--- config.mk ---
export PLATFORM = sky130hd
export DESIGN_NAME = i2c_rate_prescaler
export DESIGN_NICKNAME = d
export VERILOG_FILES = /design/src/rtl/presc_pkg.sv /design/src/rtl/presc_cfg_reg.sv /design/src/rtl/presc_pow2_stage.sv /design/src/rtl/presc_phase_stage.sv /design/src/rtl/i2c_rate_prescaler.sv
export SDC_FILE = /design/constraint.sdc
export NUM_CORES = 1
export LEC_CHECK = 0
export ABC_CLOCK_PERIOD_IN_PS = 3040
export BUFFER_PORTS_ARGS = -buffer_cell sky130_fd_sc_hd__buf_4
export CAP_MARGIN = 5
export CORE_MARGIN = 2
export CORE_UTILIZATION = 45
export CTS_CLUSTER_SIZE = 25
export DETAILED_ROUTE_END_ITERATION = 16
export GPL_ROUTABILITY_DRIVEN = 0
export PLACE_DENSITY = 0.64
export REMOVE_ABC_BUFFERS = 1
export SKIP_CTS_REPAIR_TIMING = 1
export SYNTH_ARGS = -nofsm -noshare
export SYNTH_HDL_FRONTEND = slang
export SYNTH_HIERARCHICAL = 1
export SYNTH_SLANG_ARGS = --single-unit
--- constraint.sdc ---
create_clock -name clk -period 3.04 [get_ports clk]
set_input_delay 0.608 -clock clk [delete_from_list [all_inputs] [get_ports clk]]
set_output_delay 0.608 -clock clk [all_outputs]
set_load 0.02 [all_outputs]
--- src/rtl/presc_pkg.sv ---
package presc_pkg;
  localparam int PRESC_N_W    = 3;
  localparam int PRESC_M_W    = 4;
  localparam int PRESC_REG_W  = 8;
  localparam int PRESC_PHASES = 10;
  localparam int PRESC_RST_N  = 2;
  localparam int PRESC_RST_M  = 11;
endpackage

--- src/rtl/presc_cfg_reg.sv ---
module presc_cfg_reg #(
  parameter int REG_W = presc_pkg::PRESC_REG_W,
  parameter int N_W   = presc_pkg::PRESC_N_W,
  parameter int M_W   = presc_pkg::PRESC_M_W,
  parameter int RST_N = presc_pkg::PRESC_RST_N,
  parameter int RST_M = presc_pkg::PRESC_RST_M
) (
  input  logic             clk,
  input  logic             rst,
  input  logic             we,
  input  logic [REG_W-1:0] wdata,
  output logic [N_W-1:0]   n,
  output logic [M_W-1:0]   m,
  output logic [REG_W-1:0] rdata
);
  localparam int FIELD_W = N_W + M_W;

  logic unused_hi;
  assign unused_hi = ^wdata[REG_W-1:FIELD_W];

  always_ff @(posedge clk) begin
    if (rst) begin
      n <= N_W'(RST_N);
      m <= M_W'(RST_M);
    end else if (we) begin
      n <= wdata[N_W-1:0];
      m <= wdata[FIELD_W-1:N_W];
    end
  end

  assign rdata = REG_W'({m, n});
endmodule

--- src/rtl/presc_pow2_stage.sv ---
module presc_pow2_stage #(
  parameter int N_W = presc_pkg::PRESC_N_W
) (
  input  logic           clk,
  input  logic           rst,
  input  logic           clr,
  input  logic           en,
  input  logic [N_W-1:0] n,
  output logic           wrap
);
  localparam int CNT_W = (1 << N_W) - 1;

  logic [CNT_W-1:0] cnt;
  logic [CNT_W:0]   span;
  logic [CNT_W-1:0] last;

  always_comb begin
    span = (CNT_W+1)'(1) << n;
    last = CNT_W'(span - (CNT_W+1)'(1));
  end

  assign wrap = en && (cnt == last);

  always_ff @(posedge clk) begin
    if (rst || clr)
      cnt <= '0;
    else if (en)
      cnt <= wrap ? '0 : cnt + CNT_W'(1);
  end
endmodule

--- src/rtl/presc_phase_stage.sv ---
module presc_phase_stage #(
  parameter int M_W    = presc_pkg::PRESC_M_W,
  parameter int PHASES = presc_pkg::PRESC_PHASES,
  parameter int IDX_W  = $clog2(PHASES)
) (
  input  logic             clk,
  input  logic             rst,
  input  logic             clr,
  input  logic             step,
  input  logic [M_W-1:0]   m,
  output logic             stb,
  output logic [IDX_W-1:0] idx,
  output logic             tick
);
  localparam logic [IDX_W-1:0] LAST_IDX = IDX_W'(PHASES - 1);

  logic [M_W-1:0]   lcnt;
  logic [IDX_W-1:0] ph;
  logic             lwrap;

  assign lwrap = step && (lcnt == m);

  always_ff @(posedge clk) begin
    if (rst || clr) begin
      lcnt <= '0;
      ph   <= '0;
      stb  <= 1'b0;
      idx  <= '0;
      tick <= 1'b0;
    end else begin
      stb  <= lwrap;
      idx  <= lwrap ? ph : '0;
      tick <= lwrap && (ph == LAST_IDX);
      if (step)
        lcnt <= lwrap ? '0 : lcnt + M_W'(1);
      if (lwrap)
        ph <= (ph == LAST_IDX) ? '0 : ph + IDX_W'(1);
    end
  end
endmodule

--- src/rtl/i2c_rate_prescaler.sv ---
module i2c_rate_prescaler #(
  parameter int REG_W  = presc_pkg::PRESC_REG_W,
  parameter int N_W    = presc_pkg::PRESC_N_W,
  parameter int M_W    = presc_pkg::PRESC_M_W,
  parameter int PHASES = presc_pkg::PRESC_PHASES,
  parameter int RST_N  = presc_pkg::PRESC_RST_N,
  parameter int RST_M  = presc_pkg::PRESC_RST_M,
  parameter int IDX_W  = $clog2(PHASES)
) (
  input  logic             clk,
  input  logic             rst,
  input  logic             en,
  input  logic             cfg_we,
  input  logic [REG_W-1:0] cfg_wdata,
  output logic [REG_W-1:0] cfg_rdata,
  output logic             phase_stb,
  output logic [IDX_W-1:0] phase_idx,
  output logic             bit_tick
);
  logic [N_W-1:0] n_q;
  logic [M_W-1:0] m_q;
  logic           restart;
  logic           pre_wrap;

  // a write or a disabled controller parks both stages at zero
  assign restart = cfg_we || !en;

  presc_cfg_reg #(
    .REG_W(REG_W), .N_W(N_W), .M_W(M_W), .RST_N(RST_N), .RST_M(RST_M)
  ) u_cfg (
    .clk(clk), .rst(rst), .we(cfg_we), .wdata(cfg_wdata),
    .n(n_q), .m(m_q), .rdata(cfg_rdata)
  );

  presc_pow2_stage #(.N_W(N_W)) u_pow2 (
    .clk(clk), .rst(rst), .clr(restart), .en(en), .n(n_q), .wrap(pre_wrap)
  );

  presc_phase_stage #(.M_W(M_W), .PHASES(PHASES), .IDX_W(IDX_W)) u_phase (
    .clk(clk), .rst(rst), .clr(restart), .step(pre_wrap), .m(m_q),
    .stb(phase_stb), .idx(phase_idx), .tick(bit_tick)
  );
endmodule


==> summary.md <==
| Metric | Value |
|---|---|
| Status | finished clean |
| First-pass GRT wire length | 4491 microns |
| Sw Share | approximately 23% |
| DR vias/cell | ~5.2 |
| Ant. Diodes | 0 |
| Worst setup EP type | flip-flop |
| Place WS | a little under 0.7 ns |
| Cell variety after synth | between 40 and 50 |
| Die width | roughly 61 microns |
| Worst path arrival time | around 2.6 ns |
| Chip height | approximately 60 microns |
| Unrepaired setup endpoints after global routing | false |
| Final instance area | around 1600 sq um |
| Nets | around 190 |
| Layout cells sized above 1 | between 20% and 30% |
| Psw | about 0.16 mW |
| Final period util | roughly 79% |
| Critical Setup Path Class | reg2reg |
| Site row count | 20 |
| VDD IR max | about 0.17 mV |
| Clk buf depth | 2 |
| Area growth from synthesis to layout | 11.75% |
| Post-route DRC | 0 |
| Combinational Power Share | a little over a tenth |
| Fin cells | between 200 and 250 |
| Worst r2r src | u_cfg/n[1] |
| Port Buffers | 23 |
| Global route total overflow | 0 |
| Core region area | ~3000 sq um |
| Crit-path max FO | 13 |
| Vias | 1134 |
| Post-Syn Area per Cell | roughly 9.1 sq um |
| GRT Util Overall | around 16% |
| Yosys warns | 6 |
| Reg clk slew, reported paths | ~0.15 ns |
| I/O pin total | 26 |
| Max-slew violation count | 0 |
| Hold Crit Class | in2reg |
| CP Cell Sequence | or4b_1 -> nand3_1 -> o211ai_2 -> nor3_4 -> nand3_1 -> o311ai_0 -> o21ai_1 |
| Worst path max stage delay | around 0.55 ns |
| Clk sink count | 28 |
| Crit-path leading delay family | simple AND/OR/NAND/NOR gates |
| Worst Slack Setup Final | roughly 0.65 ns |
| DR iter-0 viols | 69 |
| CTS root buffer | clkbuf_4 |
| FF+latch count, synth | 28 |
| Crit path max-delay cell type | dfxtp_1 |
| Lkg Pwr | between 0.6 and 0.7 nW |
| Vias in the first global route | 1027 |
| Initial core utilization | between 40% and 50% |
| Hold_sp | cfg_wdata[6] |
| Clk Latency, worst-skew pair | ~0.32 ns |
| PD cells | between 400 and 500 nW/um^2 |
| Final WL | 2705 microns |
| Post-route ant nets | 0 |
| Inst Count DP | ~210 |
| Gate Count Post-Synth | between 150 and 200 |
| Routed WL per cell | about 12 microns |
| Cell Area, Synth | between 1000 and 1500 sq um |
| Fmax | about 420 MHz |
| Max Cap Viol | 0 |
| Crit start category | flip-flop |
| WP data required | ~3.3 ns |
| CTS tree | done |
| Worst path bufs/invs | 0 |
| Reg power frac | a little over half |
| Die footprint | between 3000 and 4000 sq um |
| CP startpoint | u_cfg/n[1] |
| Area post-placement | roughly 1600 sq um |
| DRT Pass-1 Iters | 6 |
| Sequential-to-total area share from yosys stat | 38.42% |
| Setup TNS | 0 ns |
| Crit path top cell by count | nand3_1 |
| Final hold vios | 0 |
| Shortest period the worst path allows | roughly 2.4 ns |
| Final setup vio count | 0 |
| H-tree levels | 1 |
| Pint | roughly 0.54 mW |
| Initial antenna violation count | 0 |
| TritonCTS Buffers | 3 |
| Clk pwr share | approximately a third |
| Layout Skew | 0.007062 ns |
| Largest net degree at the start of global routing | 17 |
| Dpl hpwl | just over 2000 microns |
[layout by cell type (no fill, tap or decap), types with 4 or more instances in the layout]
cell type  instances
a211o_1            4
xnor2_1            6
nand2_1           11
dfxtp_1           28
a21oi_1            9
nand4_1            5
buf_4             24
nor2_1             9
xor2_1             6
inv_1              6
nor3_1             8
[layout make-up]
| cell class | count | area (sq um) |
|---|---|---|
| Multi-Input combinational cell | 111 | 759.5 |
| Clock buffer | 3 | 22.52 |
| Sequential cell | 28 | 560.5 |
| Inverter | 6 | 22.52 |
| Tap cell | 44 | 55.05 |
| Clock inverter | 1 | 30.03 |
| Fill cell | 284 | 1448 |
| Timing Repair Buffer | 24 | 180.2 |
[power by group through the flow]
stage	registers, mW	clock network [mW]	logic, mW
final	0.384	0.241	0.0746
after global routing	0.386	0.264	0.0808
after CTS	0.385	0.249	0.0749
after detailed placement	0.392	0	0.0747
after global placement	0.392	0	0.0726
after floorplan	0.397	0	0.0364
[synthesized netlist by cell type (all sizes together)]
cell	number	area (sq um)
o21ai	4	20.01
nand2b	3	18.77
o41a	1	11.26
xnor2	6	52.55
nor4	2	18.77
o21a	1	7.510
mux2i	3	30.03
nor3b	1	12.51
clkbuf	2	7.510
or3	1	6.260
nor2	9	33.78
a2111oi	1	8.760
a31o	1	8.760
o211ai	1	12.51
or4b	1	10.01
nor3	10	66.32
nand3b	1	7.510
dfxtp	28	560.5
ha	2	25.02
nor2b	5	38.79
or4	1	7.510
and2	3	18.77
a21oi	10	53.80
nand4	5	31.28
a2bb2oi	1	8.760
buf	14	108.9
nand3	4	25.02
o31ai	1	7.510
xor2	6	52.55
or2	2	12.52
conb	1	3.750
and3	3	18.77
a211o	5	45.04
nand2	11	41.29
o311ai	3	26.28
inv	6	22.52
nand4b	2	17.52
[layer usage]
metal  vias to the layer above  GRT usage (%)  routed length (microns)
li1                        586              -                        -
met1                       519          19.24                     1203
met2                        25          29.19                     1369
met3                         4          3.412                      109
met4                         0          5.280                       23
met5                         -              0                        0
[through the flow]
| step | util (%) | total power, mW | hold slack (ns) |
|---|---|---|---|
| 2_1_floorplan | - | 0.4336 | 0.4696 |
| 3_3_place_gp | 51.26 | 0.4641 | 0.4887 |
| 3_5_place_dp | 51.26 | 0.4671 | 0.4961 |
| 4_1_cts | 52.97 | 0.7089 | 0.4693 |
| 5_1_grt | 52.97 | 0.7314 | 0.4632 |
| 6_report | 52.97 | 0.7002 | 0.4843 |
[cell families after synthesis]
| logic type | share of synthesized area (%) |
|---|---|
| adders and majority gates | 1.715 |
| and+or+nand+nor | 26.42 |
| DFF | 38.42 |
| other | 0.2570 |
| buffers and inverters | 9.520 |
| xor gates and xnor gates | 7.204 |
| muxes | 2.058 |
| AOI/OAI and AO/OA | 14.41 |
[worst paths after layout]
kind                                      end  slack (ns)  cells after the start
worst max register to register  u_phase/ph[3]        0.65                      7
worst min register to register  u_phase/ph[0]        0.52                      2
worst min-delay path               u_cfg/m[3]        0.48                      2
worst max-delay path            u_phase/ph[3]        0.65                      7
[registers in the layout, summed over array words and instances (netlist names)]
name and cells:
u_phase/idx 4, u_phase/stb 1, u_cfg/n 3, u_phase/lcnt 4, u_phase/ph 4, u_pow2/cnt 7
u_cfg/m 4, u_phase/tick 1
[worst register-to-register path, stage by stage, from the launching register on]
cell and delay, ns:
dfxtp_1 0.55, or4b_1 0.47, nand3_1 0.10, o211ai_2 0.15
nor3_4 0.37, nand3_1 0.17, o311ai_0 0.37, o21ai_1 0.11
No activity file was read; power rests on OpenSTA's default activity.
